## config.mk

```make
export PLATFORM = sky130hd
export DESIGN_NAME = split_scan_addr_gen
export DESIGN_NICKNAME = d
export VERILOG_FILES = /design/src/rtl/split_addr_pkg.sv /design/src/rtl/split_cfg_shadow.sv /design/src/rtl/split_scan_fsm.sv /design/src/rtl/split_scan_addr_gen.sv
export SDC_FILE = /design/constraint.sdc
export NUM_CORES = 1
export LEC_CHECK = 0
export ABC_AREA = 1
export BUFFER_PORTS_ARGS = -buffer_cell sky130_fd_sc_hd__buf_2
export CAP_MARGIN = 15
export CORE_MARGIN = 2
export CORE_UTILIZATION = 40
export DETAILED_ROUTE_END_ITERATION = 10
export HOLD_SLACK_MARGIN = 0.05
export PLACE_DENSITY_LB_ADDON = 0.3
export SKIP_CTS_REPAIR_TIMING = 1
export SKIP_LAST_GASP = 1
export SLEW_MARGIN = 20
export SYNTH_ARGS = -nofsm -noshare
export SYNTH_HDL_FRONTEND = slang
export SYNTH_HIERARCHICAL = 1
export SYNTH_SLANG_ARGS = --single-unit
```

## constraint.sdc

```tcl
create_clock -name clk -period 5.7 [get_ports clk]
set_input_delay 0.57 -clock clk [delete_from_list [all_inputs] [get_ports clk]]
set_output_delay 0.57 -clock clk [all_outputs]
set_load 0.03 [all_outputs]
```

## src/rtl/split_addr_pkg.sv

```systemverilog
package split_addr_pkg;

    typedef enum logic [2:0] {
        ST_IDLE  = 3'd0,
        ST_ARMED = 3'd1,
        ST_FETCH = 3'd2,
        ST_HOLD  = 3'd3,
        ST_DONE  = 3'd4
    } scan_state_t;

    localparam int BPP_CODES = 4;

endpackage

```

## src/rtl/split_cfg_shadow.sv

```systemverilog
module split_cfg_shadow
    import split_addr_pkg::*;
#(
    parameter int ADDR_W  = 16,
    parameter int LINE_W  = 10,
    parameter int HREG_W  = 8,
    parameter int PITCH_W = 8,
    localparam int WPL_W  = HREG_W + 3
) (
    input  logic              clk,
    input  logic              rst_n,
    input  logic              frame_start,
    input  logic [ADDR_W-1:0] cfg_s1_base,
    input  logic [ADDR_W-1:0] cfg_s2_base,
    input  logic [LINE_W-1:0] cfg_split,
    input  logic [LINE_W-1:0] cfg_last_line,
    input  logic [HREG_W-1:0] cfg_hsize,
    input  logic [1:0]        cfg_bpp_code,
    input  logic [PITCH_W-1:0] cfg_pitch,
    output logic [ADDR_W-1:0] s1_q,
    output logic [ADDR_W-1:0] s2_q,
    output logic [LINE_W-1:0] split_q,
    output logic [LINE_W-1:0] last_q,
    output logic [WPL_W-1:0]  wpl_q,
    output logic [ADDR_W-1:0] stride_q
);

    localparam int BITS_W = HREG_W + 7;

    logic [BITS_W-1:0] pix_groups;
    logic [WPL_W-1:0]  wpl_cand [BPP_CODES];
    logic [WPL_W-1:0]  wpl_new;

    assign pix_groups = BITS_W'(cfg_hsize) + BITS_W'(1);

    // one rounded-up word count per pixel depth
    for (genvar c = 0; c < BPP_CODES; c++) begin : g_depth
        localparam int SHIFT = 3 + c;
        logic [BITS_W-1:0] bits_per_line;
        assign bits_per_line = pix_groups << SHIFT;
        assign wpl_cand[c] = WPL_W'((bits_per_line + BITS_W'(15)) >> 4);
    end

    assign wpl_new = wpl_cand[cfg_bpp_code];

    always_ff @(posedge clk or negedge rst_n) begin
        if (!rst_n) begin
            s1_q     <= '0;
            s2_q     <= '0;
            split_q  <= '0;
            last_q   <= '0;
            wpl_q    <= WPL_W'(1);
            stride_q <= '0;
        end else if (frame_start) begin
            s1_q     <= cfg_s1_base;
            s2_q     <= cfg_s2_base;
            split_q  <= cfg_split;
            last_q   <= cfg_last_line;
            wpl_q    <= wpl_new;
            stride_q <= ADDR_W'(wpl_new) + ADDR_W'(cfg_pitch);
        end
    end


    shadow_hold_chk: assert property (@(posedge clk) disable iff (!rst_n)
        !frame_start |=> ($stable(s1_q) && $stable(s2_q) && $stable(stride_q)
                          && $stable(split_q) && $stable(last_q)));

endmodule

```

## src/rtl/split_scan_fsm.sv

```systemverilog
module split_scan_fsm
    import split_addr_pkg::*;
(
    input  logic        clk,
    input  logic        rst_n,
    input  logic        frame_start,
    input  logic        line_start,
    input  logic        word_req,
    input  logic        on_last_line,
    input  logic        on_last_word,
    output scan_state_t state,
    output logic        ld_first,
    output logic        ld_next,
    output logic        step
);

    scan_state_t state_nx;

    always_ff @(posedge clk or negedge rst_n) begin
        if (!rst_n) state <= ST_IDLE;
        else        state <= state_nx;
    end

    always_comb begin
        state_nx = state;
        if (frame_start) begin
            state_nx = ST_ARMED;
        end else begin
            unique case (state)
                ST_IDLE:  state_nx = ST_IDLE;
                ST_ARMED: if (line_start) state_nx = ST_FETCH;
                ST_FETCH: begin
                    if (line_start)
                        state_nx = on_last_line ? ST_DONE : ST_FETCH;
                    else if (word_req && on_last_word)
                        state_nx = ST_HOLD;
                end
                ST_HOLD: if (line_start)
                        state_nx = on_last_line ? ST_DONE : ST_FETCH;
                ST_DONE:  state_nx = ST_DONE;
                default:  state_nx = ST_IDLE;
            endcase
        end
    end

    always_comb begin
        ld_first = 1'b0;
        ld_next  = 1'b0;
        step     = 1'b0;
        if (!frame_start) begin
            unique case (state)
                ST_ARMED: ld_first = line_start;
                ST_FETCH: begin
                    ld_next = line_start && !on_last_line;
                    step    = word_req && !line_start;
                end
                ST_HOLD:  ld_next = line_start && !on_last_line;
                default: ;
            endcase
        end
    end


    done_sticky_chk: assert property (@(posedge clk) disable iff (!rst_n)
        (state == ST_DONE && !frame_start) |=> state == ST_DONE);


    restart_chk: assert property (@(posedge clk) disable iff (!rst_n)
        frame_start |=> state == ST_ARMED);


    idle_stuck_chk: assert property (@(posedge clk) disable iff (!rst_n)
        (state == ST_IDLE && !frame_start) |=> state == ST_IDLE);

endmodule

```

## src/rtl/split_scan_addr_gen.sv

```systemverilog
module split_scan_addr_gen
    import split_addr_pkg::*;
#(
    parameter int ADDR_W  = 16,
    parameter int LINE_W  = 10,
    parameter int HREG_W  = 8,
    parameter int PITCH_W = 8
) (
    input  logic               clk,
    input  logic               rst_n,
    input  logic               frame_start,
    input  logic               line_start,
    input  logic               word_req,
    input  logic [ADDR_W-1:0]  cfg_s1_base,
    input  logic [ADDR_W-1:0]  cfg_s2_base,
    input  logic [LINE_W-1:0]  cfg_split,
    input  logic [LINE_W-1:0]  cfg_last_line,
    input  logic [HREG_W-1:0]  cfg_hsize,
    input  logic [1:0]         cfg_bpp_code,
    input  logic [PITCH_W-1:0] cfg_pitch,
    output logic [ADDR_W-1:0]  fetch_addr,
    output logic               fetch_valid,
    output logic               screen2,
    output logic [LINE_W-1:0]  line_num,
    output logic               frame_done
);

    localparam int WPL_W = HREG_W + 3;

    logic [ADDR_W-1:0] s1_q, s2_q, stride_q;
    logic [LINE_W-1:0] split_q, last_q;
    logic [WPL_W-1:0]  wpl_q;
    logic [WPL_W-1:0]  word_cnt;
    logic [ADDR_W-1:0] line_base;
    logic [ADDR_W-1:0] next_base;
    logic              at_split;
    logic              on_last_line, on_last_word;
    logic              ld_first, ld_next, step;
    scan_state_t       state;

    split_cfg_shadow #(
        .ADDR_W(ADDR_W), .LINE_W(LINE_W), .HREG_W(HREG_W), .PITCH_W(PITCH_W)
    ) u_shadow (
        .clk(clk), .rst_n(rst_n), .frame_start(frame_start),
        .cfg_s1_base(cfg_s1_base), .cfg_s2_base(cfg_s2_base),
        .cfg_split(cfg_split), .cfg_last_line(cfg_last_line),
        .cfg_hsize(cfg_hsize), .cfg_bpp_code(cfg_bpp_code), .cfg_pitch(cfg_pitch),
        .s1_q(s1_q), .s2_q(s2_q), .split_q(split_q), .last_q(last_q),
        .wpl_q(wpl_q), .stride_q(stride_q)
    );

    assign on_last_line = (line_num == last_q);
    assign on_last_word = (word_cnt + WPL_W'(1) == wpl_q);
    assign at_split     = (line_num == split_q);
    assign next_base    = at_split ? s2_q : line_base + stride_q;

    split_scan_fsm u_fsm (
        .clk(clk), .rst_n(rst_n),
        .frame_start(frame_start), .line_start(line_start), .word_req(word_req),
        .on_last_line(on_last_line), .on_last_word(on_last_word),
        .state(state), .ld_first(ld_first), .ld_next(ld_next), .step(step)
    );

    always_ff @(posedge clk or negedge rst_n) begin
        if (!rst_n) begin
            line_num   <= '0;
            line_base  <= '0;
            fetch_addr <= '0;
            word_cnt   <= '0;
            screen2    <= 1'b0;
        end else if (frame_start) begin
            line_num <= '0;
            word_cnt <= '0;
            screen2  <= 1'b0;
        end else if (ld_first) begin
            line_num   <= '0;
            line_base  <= s1_q;
            fetch_addr <= s1_q;
            word_cnt   <= '0;
            screen2    <= 1'b0;
        end else if (ld_next) begin
            line_num   <= line_num + LINE_W'(1);
            line_base  <= next_base;
            fetch_addr <= next_base;
            word_cnt   <= '0;
            if (at_split) screen2 <= 1'b1;
        end else if (step) begin
            fetch_addr <= fetch_addr + ADDR_W'(1);
            word_cnt   <= word_cnt + WPL_W'(1);
        end
    end

    assign fetch_valid = (state == ST_FETCH);
    assign frame_done  = (state == ST_DONE);


    addr_step_chk: assert property (@(posedge clk) disable iff (!rst_n)
        (state == ST_FETCH && word_req && !line_start && !frame_start)
        |=> fetch_addr == $past(fetch_addr) + ADDR_W'(1));


    first_line_chk: assert property (@(posedge clk) disable iff (!rst_n)
        (state == ST_ARMED && line_start && !frame_start)
        |=> (fetch_addr == s1_q && line_num == '0 && !screen2));


    screen2_side_chk: assert property (@(posedge clk) disable iff (!rst_n)
        screen2 |-> line_num > split_q);


    word_bound_chk: assert property (@(posedge clk) disable iff (!rst_n)
        fetch_valid |-> word_cnt < wpl_q);

endmodule

```

==> out/metrics.csv, run 1 <==
metric,value,unit
end_kind,register,
io_buffers,103,
cts_buffers,17,
cp-start-kind,register,
synthCells,1235,
cts_root_buf,clkbuf_16,
relSlewSlack,39.4,%
drc,0,
drtPass1Iterations,5,
seqPwrFrac,32.6,%
synthesis.area,8700,um^2
syn_avg_cell_area,7.05,um^2
clock_path_buffers,2,
yosysSeqAreaShare,38.0,%
crit_type,reg2reg,
tightest_slew,908,ps
clkPwrFrac,30.7,%
irDropWorstVdd,0.237,mV
ant_nets,0,
critPathMaxFanout,18,
drtIter0Drc,496,
synth_edf_count,0,
yosysTopAreaCell,dfrtp_1,
io_pins,104,
p_per_area,392,nW/um^2
gp_congestion,0.848,
post-synth-top-area-fraction,37.7,%
fill_cells,2184,
tritoncts,yes,
yosys-top-cells-area,"dfrtp_1, nand2_1, nand3_1",
area_growth_syn_to_layout,15.5,%
timing.final.ws_setup,2030,ps
p_comb_share,36.7,%
dpl_worst_slack,2080,ps
period_minus_slack,3670,ps
gr-usage-all-layers,21.5,%
num_vias,8157,
regArea,3300,um^2
p_sw,0.00156,W
diodes,0,
die_y,152,um
internal-power,0.00238,W
synthMostInstantiatedCell,nand2_1,
tns,0,ps
power.leakage,5.29,nW
grt_pass1_wl,38800,um
row_count,53,
place_hpwl,17200,um
post_synth_num_cell_types,58,
hold_path_class,in2async,
htreeDepth,4,
start_util,41.0,%
finalClockSkew,8.82,ps
max_freq,272,MHz
numClockSinks,132,
clkTransAtPathRegs,60,ps
finalWirelength,23100,um
grt_overflow,0,
drive_gt1_share,15.1,%
multi_input_area,4740,um^2
drv_cap,0,
fp.dieW,152,um
rsz0062_at_grt,false,
period_share,64.4,%
slew_violations,0,
clk_latency,440,ps
grt_pass1_vias,7866,
via_per_inst,5.05,
total_power,0.00394,W
worstPathRequired,6010,ps
switching_share,39.5,%
setup_violations,0,
nets,1434,
synth_seq_cells,132,
wire_per_inst,14.3,um
cp.arrival,3990,ps
synth_common_cells,"nand2_1, dfrtp_1, inv_1",
core_area,21200,um^2
die_area,23000,um^2
status,finished clean,
ys_async_sr_fraction,100,%
antenna_found_initial,0,
synth_ff_type,dfrtp_1,
grt_start_max_net_pins,81,
hold_viol,0,
yosysWarnings,6,
-- layer usage --
| layer | wire [um] | global-route usage (%) |
|---|---|---|
| met5 | 0 | 0 |
| met4 | 484 | 7.87 |
| met3 | 1150 | 3.83 |
| met2 | 10700 | 34.5 |
| met1 | 10800 | 29.1 |
-- path summary, 6_finish.rpt --
| kind | from | to | slack [ps] | depth (start not counted) |
|---|---|---|---|---|
| max | line_num[4] | fetch_addr[7] | 2030 | 12 |
| min | rst_n | word_cnt[4] | 150 | 1 |
| max reg2reg | line_num[4] | fetch_addr[7] | 2030 | 12 |
| min reg2reg | u_shadow/s2_q[11] | u_shadow/s2_q[11] | 460 | 2 |
| max in group asynchronous | rst_n | u_shadow/stride_q[7] | 4420 | 2 |
| min in group clk | cfg_last_line[6] | u_shadow/last_q[6] | 320 | 3 |
-- critical path: stages (launching register included) --
cell and delay, ps:
dfrtp_1 410, inv_1 110, or2_2 270, o21ai_0 80, nor4_1 60, and3_1 190
nor3_1 350, buf_4 250, nor2_4 80, a21oi_2 750, inv_1 500, a211oi_1 380
a21oi_1 100
-- kinds of logic after synthesis --
| kind of cell | Yosys count | synth area share [%] |
|---|---|---|
| AOI/OAI and AO/OA | 167 | 10.8 |
| xor gates and xnor gates | 31 | 3.21 |
| adders and majority gates | 31 | 4.63 |
| buffers and inverters | 159 | 7.78 |
| DFF | 132 | 38.0 |
| other | 1 | 0.0431 |
| and+or+nand+nor | 714 | 35.6 |
-- state kept, by name, indices dropped and copies added, names as in the netlist --
name,cells
fetch_addr,16
line_base,16
line_num,10
screen2,1
u_fsm/state,3
u_shadow/last_q,10
u_shadow/s1_q,16
u_shadow/s2_q,16
u_shadow/split_q,10
u_shadow/stride_q,12
u_shadow/wpl_q,11
word_cnt,11
-- power groups by stage --
stage	logic, W	registers (W)	clock network [W]
after CTS	0.00144	0.00129	0.00123
after global routing	0.00166	0.00131	0.00127
after floorplan	0.00102	0.00134	0
final	0.00145	0.00128	0.00121
after global placement	0.00141	0.00130	0
after detailed placement	0.00144	0.00130	0
-- cells in the final DEF (no fill, tap or decap), drive strengths merged, types with 2 or more instances in the layout --
master    synthesis  layout
nand3b            8       8
clkbuf           24      17
nor2            102     102
nor3             13      13
dfrtp           131     131
and2              2       2
xnor2            20      20
a31oi             4       4
o21ai            50      50
clkinvlp          0       2
o31ai             2       2
nand4            11      11
ha               29      29
nor4              6       6
a21o              2       2
o211ai            6       6
conb              1       4
bufinv            0       4
xor2             11      11
a21oi            82      82
o21bai            4       4
buf              13     108
clkinv            0       3
o22ai             8       8
nand2           463     463
o21a              2       2
a21boi            2       2
or2              12      12
inv             122     128
fa                2       2
nand3            95      95
-- per-stage QoR --
| stage | instances | area (um^2) | utilization, % | hold slack (ps) |
|---|---|---|---|---|
| after global placement | 1584 | 9410 | 44.3 | 447 |
| after floorplan | 1238 | 8720 | - | 274 |
| after CTS | 1616 | 10000 | 47.4 | 189 |
| after detailed placement | 1584 | 9410 | 44.3 | 451 |
| after global routing | 1616 | 10000 | 47.4 | 219 |
| final | 1616 | 10000 | 47.4 | 150 |
-- layout make-up --
type | count | share of cell area, %
clock buffers | 17 | 4.23
multi-input cells | 947 | 47.2
clock inverters | 15 | 2.18
flip-flops and latches | 132 | 32.9
inverters | 122 | 4.56
well taps | 275 | 3.42
repair buffers | 108 | 5.57
Power figures use the tool's default switching activity.
==> run 2, diff against run 1 <==
Clock period 5.7 ns to 3 ns, I/O delays scaled along.
==> run 2 against run 1 <==
  * Sequential cell count is the same
  * Setup slack got worse by 1600 ps
  * Maximum frequency increased by 42%
  * Via count is 1.2% higher
  * Largest power group unchanged
  * Critical path depth increased by 1
  * Cell count rose by 0.80%
==> out/metrics.csv, run 2 (same netlist as run 1, synthesis figures left out) <==
metric,value,unit,change
ant_nets,0,,unchanged
reg2reg_slack,400,ps,-1620 ps
total_power,0.00747,W,+89%
status,finished clean,,
tritoncts,yes,,
rsz0062_at_grt,false,,
crit_type,reg2reg,,
drive_gt1_share,15.9,%,+0.74 points
dpl_worst_slack,136,ps,-1950 ps
grt_overflow,0,,unchanged
cts_buffers,17,,unchanged
period_share,86.5,%,+22 points
start_util,41.0,%,unchanged
drtIter0Drc,589,,+19%
irDropWorstVdd,0.366,mV,+54%
max_freq,385,MHz,+42%
multi_input_area,4740,um^2,unchanged
clock_path_buffers,2,,unchanged
tightest_slew,823,ps,-85.6 ps
cp.arrival,2930,ps,-1060 ps
num_vias,8252,,+1.2%
gp_congestion,0.891,,+5.1%
drc,0,,unchanged
core_area,21200,um^2,unchanged
wire_per_inst,14.6,um,+2.1%
slew_violations,0,,unchanged
die_area,23000,um^2,unchanged
die_y,152,um,unchanged
clk_latency,420,ps,-20 ps
htreeDepth,4,,unchanged
hold_path_class,in2reg,,
fp.dieW,152,um,unchanged
io_pins,104,,unchanged
relSlewSlack,45.1,%,+5.7 points
place_hpwl,17600,um,+2.0%
cp-start-kind,register,,
finalClockSkew,6.96,ps,-1.86 ps
grt_pass1_wl,39500,um,+1.8%
gr-usage-all-layers,21.7,%,+0.25 points
critPathMaxFanout,7,,-11
period_minus_slack,2600,ps,-1080 ps
timing.final.ws_setup,405,ps,-1620 ps
regArea,3300,um^2,unchanged
hold_viol,0,,unchanged
tns,0,ps,unchanged
grt_start_max_net_pins,87,,+7.4%
via_per_inst,5.07,,+0.36%
end_kind,register,,
cts_root_buf,clkbuf_16,,
final_common_cell,nand2_1,,
clkTransAtPathRegs,60,ps,about the same
layout_common_cells,"nand2_1, dfrtp_1, inv_1",,
p_per_area,735,nW/um^2,+87%
setup_violations,0,,unchanged
power.leakage,5.36,nW,+1.3%
diodes,0,,unchanged
worstPathRequired,3340,ps,-2670 ps
antenna_found_initial,1,,+1
numClockSinks,132,,unchanged
fill_cells,2191,,+0.32%
area_growth_syn_to_layout,16.7,%,
row_count,53,,unchanged
drtPass1Iterations,5,,unchanged
finalWirelength,23800,um,+2.9%
nets,1447,,+0.91%
io_buffers,103,,unchanged
drv_cap,0,,unchanged
grt_pass1_vias,8001,,+1.7%
==> run 2: changes by cell type in the layout (fill, tap and decap cells not counted), sizes merged <==
cell,before,now
buf,108,120
clkinv,3,6
dlygate4sd3,0,1
inv,128,125
==> run 2: final cells by class <==
cell class | instances | area share (%)
multi-input cells | 947 | 46.6
flip-flops and latches | 132 | 32.5
repair buffers | 121 | 6.74
inverters | 122 | 4.51
clock buffers | 17 | 4.19
well taps | 275 | 3.39
clock inverters | 15 | 2.02
==> run 2: final timing paths <==
check,to,from,cells past startpoint
worst max-delay path,word_cnt[3],line_num[1],13
worst min-delay path,u_shadow/last_q[6],cfg_last_line[6],3
worst max register to register,word_cnt[3],line_num[1],13
worst min register to register,u_shadow/s2_q[5],u_shadow/s2_q[5],2
max in group asynchronous,u_shadow/s1_q[8],rst_n,3
min in group asynchronous,word_cnt[0],rst_n,2
==> run 2: per-stage QoR <==
step           area (um^2)  util, %  hold slack, ps  std cells
2_1_floorplan         8720        -            4.41       1238
6_report             10200     47.9            73.7       1629
3_5_place_dp          9510     44.8             428       1594
4_1_cts              10100     47.8           -20.0       1626
5_1_grt              10200     47.9            65.6       1629
3_3_place_gp          9510     44.8             433       1594
==> run 2: worst max-delay path, cell delays in order (launching register included) <==
cell and delay, ps:
dfrtp_1 430, inv_1 200, o211ai_1 130, nor3b_1 220, and3_1 240, nor3_1 80
buf_4 170, nor2_4 160, inv_1 70, nor2_1 130, inv_1 110, nor2_2 240
inv_1 170, o22ai_1 170
==> run 2: layer usage <==
metal  wire, um  up-vias  GRT usage [%]
met5         12        -              0
met4        341        2           5.60
met3       1160       28           4.19
met2      11300      218           36.1
met1      11000     3837           29.2
li1           -     4167              -
==> run 2: where the power goes <==
part	switching (W)	total [W]	internal, W
clock	0.000849	0.00225	0.00140
combinational	0.00175	0.00279	0.00103
sequential	0.000328	0.00243	0.00210
